--- config.mk ---
export PLATFORM = sky130hd
export DESIGN_NAME = ssp_port
export DESIGN_NICKNAME = d
export VERILOG_FILES = /design/src/rtl/ssp_pkg.sv /design/src/rtl/ssp_clkgen.sv /design/src/rtl/ssp_shifter.sv /design/src/rtl/ssp_port.sv
export SDC_FILE = /design/constraint.sdc
export NUM_CORES = 1
export LEC_CHECK = 0
export ABC_AREA = 1
export BUFFER_PORTS_ARGS = -buffer_cell sky130_fd_sc_hd__buf_2
export CORE_UTILIZATION = 58
export DETAILED_ROUTE_END_ITERATION = 16
export PLACE_DENSITY_LB_ADDON = 0.08
export RECOVER_POWER = 100
export SLEW_MARGIN = 15
export SYNTH_ARGS = -nofsm -noshare
export SYNTH_HDL_FRONTEND = slang
export SYNTH_SLANG_ARGS = --single-unit
--- constraint.sdc ---
create_clock -name clk -period 3.95 [get_ports clk]
set_input_delay 0.5925 -clock clk [delete_from_list [all_inputs] [get_ports clk]]
set_output_delay 0.5925 -clock clk [all_outputs]
set_load 0.05 [all_outputs]
--- src/rtl/ssp_pkg.sv ---
package ssp_pkg;
    typedef enum logic [1:0] {
        MODE_IDLE = 2'd0,
        MODE_TX   = 2'd1,
        MODE_RX   = 2'd2
    } xfer_mode_e;
endpackage

--- src/rtl/ssp_clkgen.sv ---
module ssp_clkgen #(
    parameter int DIV_FAST = 4,
    parameter int DIV_SLOW = 12
) (
    input  logic clk,
    input  logic rst_n,
    input  logic start_i,
    input  logic fast_i,
    input  logic run_i,
    input  logic last_bit_i,
    output logic sclk_o,
    output logic rise_o,
    output logic bit_end_o
);
    localparam int PHW = $clog2(DIV_SLOW);

    typedef struct packed {
        logic [PHW-1:0] ph;
        logic           fast;
        logic           sclk;
    } clk_state_t;

    clk_state_t st_d, st_q;
    logic [PHW-1:0] per_last, half_pt, rise_pt;

    always_comb begin
        per_last = st_q.fast ? PHW'(DIV_FAST - 1) : PHW'(DIV_SLOW - 1);
        half_pt  = st_q.fast ? PHW'(DIV_FAST / 2) : PHW'(DIV_SLOW / 2);
        rise_pt  = st_q.fast ? PHW'(DIV_FAST / 2 - 1) : PHW'(DIV_SLOW / 2 - 1);
    end

    assign rise_o    = run_i && (st_q.ph == rise_pt);
    assign bit_end_o = run_i && (st_q.ph == per_last);
    assign sclk_o    = st_q.sclk;

    always_comb begin
        st_d = st_q;
        if (start_i) begin
            st_d.ph   = '0;
            st_d.fast = fast_i;
            st_d.sclk = 1'b0;
        end else if (run_i) begin
            if (bit_end_o) begin
                st_d.ph   = '0;
                st_d.sclk = last_bit_i;
            end else begin
                st_d.ph   = st_q.ph + 1'b1;
                st_d.sclk = (st_d.ph >= half_pt);
            end
        end else begin
            st_d.sclk = 1'b1;
        end
    end

    always_ff @(posedge clk or negedge rst_n) begin
        if (!rst_n) begin
            st_q.ph   <= '0;
            st_q.fast <= 1'b0;
            st_q.sclk <= 1'b1;
        end else begin
            st_q <= st_d;
        end
    end

    assert_phase_range_R4: assert property (@(posedge clk) disable iff (!rst_n)
        st_q.ph <= per_last);
    assert_rise_mid_bit_R3: assert property (@(posedge clk) disable iff (!rst_n)
        $rose(st_q.sclk) |-> (st_q.ph == half_pt));
endmodule

--- src/rtl/ssp_shifter.sv ---
module ssp_shifter #(
    parameter int DW = 8
) (
    input  logic          clk,
    input  logic          rst_n,
    input  logic          load_i,
    input  logic [DW-1:0] load_val_i,
    input  logic          sample_i,
    input  logic          sin_i,
    input  logic          shift_i,
    output logic [DW-1:0] sreg_o
);
    logic [DW-1:0] sreg_d, sreg_q;

    always_comb begin
        sreg_d = sreg_q;
        if (load_i)
            sreg_d = load_val_i;
        else if (sample_i)
            sreg_d = {sin_i, sreg_q[DW-1:1]};
        else if (shift_i)
            sreg_d = {1'b0, sreg_q[DW-1:1]};
    end

    always_ff @(posedge clk or negedge rst_n) begin
        if (!rst_n) sreg_q <= '0;
        else        sreg_q <= sreg_d;
    end

    assign sreg_o = sreg_q;

    assert_load_takes_value_R2: assert property (@(posedge clk) disable iff (!rst_n)
        load_i |=> (sreg_q == $past(load_val_i)));
endmodule

--- src/rtl/ssp_port.sv ---
module ssp_port
    import ssp_pkg::*;
#(
    parameter int DW       = 8,
    parameter int DIV_FAST = 4,
    parameter int DIV_SLOW = 12
) (
    input  logic          clk,
    input  logic          rst_n,
    input  logic          fast_sel_i,
    input  logic          tx_wr_i,
    input  logic [DW-1:0] tx_data_i,
    input  logic          tx_clr_i,
    input  logic          rx_en_i,
    input  logic          rx_clr_i,
    input  logic          sd_i,
    output logic          sd_o,
    output logic          sd_oe_o,
    output logic          sclk_o,
    output logic [DW-1:0] rx_byte_o,
    output logic          tx_done_o,
    output logic          rx_done_o,
    output logic          busy_o
);
    localparam int BCW = $clog2(DW);

    typedef struct packed {
        xfer_mode_e     mode;
        logic [BCW-1:0] bitcnt;
        logic           txdone;
        logic           rxdone;
        logic [DW-1:0]  rxbyte;
    } ctrl_t;

    ctrl_t ctl_d, ctl_q;
    logic tx_start, rx_start, start, last_bit, fin;
    logic rise, bit_end;
    logic [DW-1:0] sreg;

    assign last_bit = (ctl_q.bitcnt == BCW'(DW - 1));
    assign fin      = bit_end && last_bit;

    ssp_clkgen #(.DIV_FAST(DIV_FAST), .DIV_SLOW(DIV_SLOW)) clkgen_i (
        .clk        (clk),
        .rst_n      (rst_n),
        .start_i    (start),
        .fast_i     (fast_sel_i),
        .run_i      (ctl_q.mode != MODE_IDLE),
        .last_bit_i (last_bit),
        .sclk_o     (sclk_o),
        .rise_o     (rise),
        .bit_end_o  (bit_end)
    );

    ssp_shifter #(.DW(DW)) shifter_i (
        .clk        (clk),
        .rst_n      (rst_n),
        .load_i     (start),
        .load_val_i (tx_start ? tx_data_i : '0),
        .sample_i   (rise && (ctl_q.mode == MODE_RX)),
        .sin_i      (sd_i),
        .shift_i    (bit_end && (ctl_q.mode == MODE_TX)),
        .sreg_o     (sreg)
    );

    always_comb begin
        tx_start = tx_wr_i && (ctl_q.mode == MODE_IDLE);
        rx_start = !tx_wr_i && (ctl_q.mode == MODE_IDLE) && rx_en_i && !ctl_q.rxdone;
        start    = tx_start || rx_start;

        ctl_d = ctl_q;
        if (tx_start) begin
            ctl_d.mode   = MODE_TX;
            ctl_d.bitcnt = '0;
        end else if (rx_start) begin
            ctl_d.mode   = MODE_RX;
            ctl_d.bitcnt = '0;
        end else if (fin) begin
            ctl_d.mode = MODE_IDLE;
        end else if (bit_end) begin
            ctl_d.bitcnt = ctl_q.bitcnt + 1'b1;
        end

        if (fin && ctl_q.mode == MODE_TX) ctl_d.txdone = 1'b1;
        else if (tx_clr_i)                ctl_d.txdone = 1'b0;

        if (fin && ctl_q.mode == MODE_RX) begin
            ctl_d.rxdone = 1'b1;
            ctl_d.rxbyte = sreg;
        end else if (rx_clr_i) begin
            ctl_d.rxdone = 1'b0;
        end
    end

    always_ff @(posedge clk or negedge rst_n) begin
        if (!rst_n) begin
            ctl_q.mode   <= MODE_IDLE;
            ctl_q.bitcnt <= '0;
            ctl_q.txdone <= 1'b0;
            ctl_q.rxdone <= 1'b0;
            ctl_q.rxbyte <= '0;
        end else begin
            ctl_q <= ctl_d;
        end
    end

    assign sd_o      = sreg[0];
    assign sd_oe_o   = (ctl_q.mode == MODE_TX);
    assign busy_o    = (ctl_q.mode != MODE_IDLE);
    assign rx_byte_o = ctl_q.rxbyte;
    assign tx_done_o = ctl_q.txdone;
    assign rx_done_o = ctl_q.rxdone;

    assert_idle_sclk_high_R3: assert property (@(posedge clk) disable iff (!rst_n)
        !busy_o |-> sclk_o);
    assert_tx_done_at_end_R7: assert property (@(posedge clk) disable iff (!rst_n)
        $rose(tx_done_o) |-> $fell(busy_o));
    assert_rx_start_gate_R8: assert property (@(posedge clk) disable iff (!rst_n)
        (ctl_q.mode == MODE_RX && $past(ctl_q.mode) == MODE_IDLE)
        |-> ($past(rx_en_i) && !$past(ctl_q.rxdone) && !$past(tx_wr_i)));
    assert_busy_write_ignored_R9: assert property (@(posedge clk) disable iff (!rst_n)
        (busy_o && tx_wr_i && !fin) |=> $stable(sd_oe_o) && busy_o);
    assert_rx_line_released_R5: assert property (@(posedge clk) disable iff (!rst_n)
        (ctl_q.mode == MODE_RX) |-> !sd_oe_o);
endmodule

; ---- After elaboration in Yosys (flattened, before gate mapping)
; Index checks and enable logic that the tools add are counted.
[totals]
regBits = 29
input_bits = 16
out_inout_bits = 14
wordCells = 63
[classes]
add_sub_neg = 2
order_cmp = 1
eq_ne = 6
muxes = 22
n_reduce_logical = 23
[op_table]
columns = op, n
row1 = $mux W8, 4
row2 = $mux W4, 4
row3 = $mux W3, 4
row4 = $logic_and A1 B1 Y1, 11
row5 = $mux W5, 2
row6 = $reduce_bool A3 Y1, 3
row7 = $eq A4 B4 Y1, 2
row8 = $reduce_bool A2 Y1, 4
row9 = $mux W1, 7
row10 = $add A4 B1 Y4 const B, 1
row11 = $ge A4 B4 Y1, 1
row12 = $add A3 B1 Y3 const B, 1
row13 = $eq A3 B3 Y1 const B, 1
row14 = $ne A3 B3 Y1 const B, 1
row15 = $eq A2 B1 Y1 const B, 1
row16 = $eq A2 B2 Y1 const B, 1
row17 = $logic_not A1 Y1, 2
row18 = $logic_not A2 Y1, 1
row19 = $mux W2, 1
row20 = $reduce_and A2 Y1, 1
row21 = $logic_or A1 B1 Y1, 1

; ---- Depth between registers and ports, before layout
[logic_depth]
depth_word = 7
mapped_depth = 8
ltp_nobuf = 8

; ---- Modules after synthesis
; Synthesis repeated with hierarchy kept, for this count alone.
[hier_totals]
hier_cells = 218
hier_area_um2 = 1700.4
[by_module_without_submodules]
columns = module, n_inst, cells_each, area_per_inst_um2, seq_area_each_um2
row1 = ssp_port, 1, 105, 853.3, 375.4
row2 = ssp_shifter, 1, 62, 444.2, 200.2
row3 = ssp_clkgen, 1, 51, 402.9, 151.4

; ---- Worst setup path after synthesis
; No wires, ideal clock.
[synth_path]
kind = register -> output
startpoint = register ctl_q[13] (netlist name)
endpoint = output sd_oe_o
arrival_time_ns = 1.229
required_ns = 3.357
slack_ns = 2.129
path_stages_with_launch = 3
n_path_buf = 0
path_cell_list = dfrtp_1 inv_1 nor2_1
[synth_via]
elab_chain_cells = 1
[synth_rtl]
columns = element, line_no
row1 = "start, declared", ssp_port.sv:35  ; ctrl_t ctl_d, ctl_q;
row2 = "start signal, assigned", ssp_port.sv:103  ; ctl_q <= ctl_d;
row3 = $eq A2 B1 Y1, ssp_port.sv:108  ; assign sd_oe_o = (ctl_q.mode == MODE_TX);
row4 = "end, declared", ssp_port.sv:18  ; output logic sd_oe_o,
; No other way between the ends.

; ---- Worst setup path after layout
[layout_path]
startpoint = register ctl_q, in the netlist rx_done_o
endpoint = register shifter_i.sreg_q[5], in the netlist shifter_i.sreg_o[5]
[layout_via]
elab_chain_cells = 4
elab_cells_between_ends = 5
classes_between = mux: 1 / reduce/logical: 4
[layout_rtl]
columns = element, line_no
row1 = $logic_not A1 Y1 *, ssp_port.sv:68  ; rx_start = !tx_wr_i && (ctl_q.mode == MODE_IDLE) && rx_en_i && !ctl_q.rxdone;
row2 = $logic_and A1 B1 Y1 *, ssp_port.sv:68
row3 = $logic_or A1 B1 Y1 *, ssp_port.sv:69  ; start = tx_start || rx_start;
row4 = $reduce_bool A3 Y1 (no line) or $mux W8 (tied branches), --
row5 = "end signal, assigned", ssp_shifter.sv:27  ; else sreg_q <= sreg_d;
row6 = "end, declared", ssp_shifter.sv:13  ; logic [DW-1:0] sreg_d, sreg_q;
; Mark *: on every way between the ends. The rest lies on a longest branch, timed or not.
; A chain may end at the register's enable or synchronous reset.

==> out/qor.csv <==
metric;value;unit
Slowest cell on crit path;o21ai_0;
CTS resizes;0;
Final Hold Vio Count;0;
Root Buffer;clkbuf_4;
largest net degree at the start of global routing;30;
failing checks;capacitance limit, slew limit;
Synthesis Warnings;0;
htree depth;2;
Distinct cells, synth;26;
Mapped Cells;195;
clock period minus final worst setup slack;2.50;ns
DRT Wirelength;3.06;mm
Finish-stage setup viols;0;
P&R area growth vs syn;7.59;%
Mapped Nets;217;
CTS tree;done;
fill count;216;
Starting Density;62.7;%
antenna violations before repair;0;
syn avg cell area;8.12;um2
Setup Skew;0.00422;ns
IR drop worst, VDD;0.501;mV
Setup CP Type;flop to flop;
maximum clock path buffer count;2;
HP Class;input port to flop;
port bufs;29;
maximum fanout along the worst path;15;
vias in the first global route;1185;
Hold Crit Depth;2;
status;complete, but fails checks;
Final nets;244;
die height;54.2;um
r2r setup slk;1.45;ns
slew margin rel.;-8.15;%
Vias per Instance;5.16;
slew at the pin closest to its max-slew limit;1.61;ns
# rows;18;
Worst-path clk slew;0.09;ns
hold_ws;0.422;ns
MaxCap Viol Count;2;
antenna diode count;0;
Netlist Area Pre-Place;0.00158;mm2
hold bufs inserted after CTS;0;
DRC;0;
initial drt markers;40;
global-route wire length before repair;5.10;mm
CTS buffer count;5;
CTS sink count;29;
clock latency reported for the late side of the worst-skew pair;0.32;ns
IO Count;30;
Max Slew Vio Count;46;
element type at the critical path start;flop;
die area;0.00294;mm2
sequential element share of the synthesized area;45.9;%
Die W;54.2;um
r2r startpoint;rx_done_o$_DFFE_PN0P_;
CP endpoint kind;flop;
R2R depth;5;
layout cells sized above 1;13.9;%
Reg2Reg Capture Point;shifter_i.sreg_o[5]$_DFFE_PN0P_;
Hold Crit Endpoint;rx_done_o$_DFFE_PN0P_;
Power Total;1.18;mW
CP cell instances;nor2_1 -> o21ai_0 -> nand3_1 -> nand2_1 -> nand2_1;
Total Routing Usage GR;25.1;%
data arrival time of the worst path;2.72;ns
Final Util;67.5;%
synthesized flop and latch total;29;
Core Area;0.00252;mm2
placer's final routability congestion estimate;0.893;
HPWL after DPL;2.31;mm
delay of the slowest critical-path stage;1.21;ns
Avg WL per Cell;12.1;um
Critical Path RT;4.17;ns
most frequent CP cell;nand2_1;
period utilization;63.2;%
Setup Total Neg Slack;0;ns
Routed Antenna Nets;0;
Max Fclk;400;MHz
DRT Pass-1 Iters;4;
Vias;1306;
pwr/cell area;695;mW/mm2
Post-CTS Setup Bufs;0;
hold path startpoint;rx_clr_i;
Leakage;0.957;nW
RSZ-0062 raised after global routing;false;
GRT overflow;0;
layout by cell type, fill, tap and decap left out, drive strengths merged:
cell type  netlist  final
a21oi            4      4
buf              9     14
clkbuf           0     22
clkinv           0      1
clkinvlp         0      1
dfrtp           28     28
dfstp            1      1
ha               6      6
inv             17     16
nand2           85     85
nand3           23     23
nand4            1      1
nor2             9      9
o21ai            5      5
o22ai            4      4
o31ai            1      1
xnor2            1      1
xor2             1      1
cells in the mapped netlist:
master    n  area share, %
inv_4     2           0.79
o21ai_2   1           0.55
nand3_4   2            2.2
o22ai_1   4            1.6
o21ai_1   3           0.95
dfstp_2   1            1.7
inv_2     2           0.47
o31ai_1   1           0.47
dfrtp_1  28             44
a21oi_2   1           0.55
nor2_4    4            2.8
nand2_1  83             20
nand2_4   1           0.71
buf_2     1           0.32
a21oi_1   3           0.95
nand3_2   1           0.63
nor2_1    5            1.2
ha_1      6            4.7
xnor2_1   1           0.55
buf_4     8            3.8
xor2_1    1           0.55
nand4_1   1           0.40
nand3_1  20            6.3
inv_1    13            3.1
o21ai_0   1           0.32
nand2_2   1           0.40
worst max-delay path, delay by kind of cell (launching register included):
kind	cells	cell delay, ns
flip-flops	1	0.39
AND/OR/NAND/NOR	4	0.80
AO/OA/AOI/OAI	1	1.21
power breakdown:
part	leakage, nW	internal [mW]	total, mW	switching (mW)
sequential	0.383	0.377	0.451	0.0741
combinational	0.533	0.160	0.528	0.367
clock	0.0413	0.103	0.205	0.102
sequential cells by signal, indices dropped and copies added (netlist names):
| signal | cells |
|---|---|
| ctl_q | 5 |
| tx_done_o | 1 |
| clkgen_i.st_q | 5 |
| rx_byte_o | 8 |
| clkgen_i.sclk_o | 1 |
| shifter_i.sreg_o | 8 |
| rx_done_o | 1 |
area by class of cell:
| class | count | area (um2) | area share, % |
|---|---|---|---|
| tap | 30 | 37.5 | 2.20 |
| multi-input combinational | 140 | 674 | 39.6 |
| clock buffer | 7 | 65.1 | 3.82 |
| inverter | 17 | 67.6 | 3.97 |
| clock inverter | 1 | 5.00 | 0.294 |
| timing repair buffer | 29 | 126 | 7.42 |
| sequential | 29 | 727 | 42.7 |
metrics by stage:
step / std cells / cell area (um2) / setup WS [ns]
finish: 253 / 1700 / 1.45
global route: 253 / 1700 / 1.19
CTS: 253 / 1770 / 1.94
global placement: 245 / 1700 / 2.21
detailed placement: 245 / 1700 / 2.14
floorplan: 195 / 1580 / 2.13
metal layers:
metal | global-route usage [%] | vias up | wire length [um]
met5 | 0 | - | 0
li1 | - | 668 | -
met1 | 33.4 | 588 | 1450
met3 | 9.44 | 6 | 239
met4 | 7.26 | 0 | 38
met2 | 38.0 | 44 | 1330
cell families after synthesis:
logic type	count (synthesis)	synth area share, %
flops	29	45.9
buf+inv	26	8.46
simple gates	118	34.4
fa+ha+maj	6	4.74
xor+xnor	2	1.11
compound gates	14	5.37
worst max path at each step:
stage	cells after the start	end	startpoint	slack, ns
6_report	5	shifter_i.sreg_o[5]$_DFFE_PN0P_	rx_done_o$_DFFE_PN0P_	1.45
5_1_grt	5	shifter_i.sreg_o[1]$_DFFE_PN0P_	rx_done_o$_DFFE_PN0P_	1.19
4_1_cts	3	sd_oe_o	ctl_q[13]$_DFFE_PN0P_	1.94
3_5_place_dp	7	shifter_i.sreg_o[5]$_DFFE_PN0P_	rx_en_i	2.14
3_3_place_gp	7	shifter_i.sreg_o[2]$_DFFE_PN0P_	rx_en_i	2.21
2_1_floorplan	2	sd_oe_o	ctl_q[13]$_DFFE_PN0P_	2.13
No activity file was read; power rests on OpenSTA's default activity.
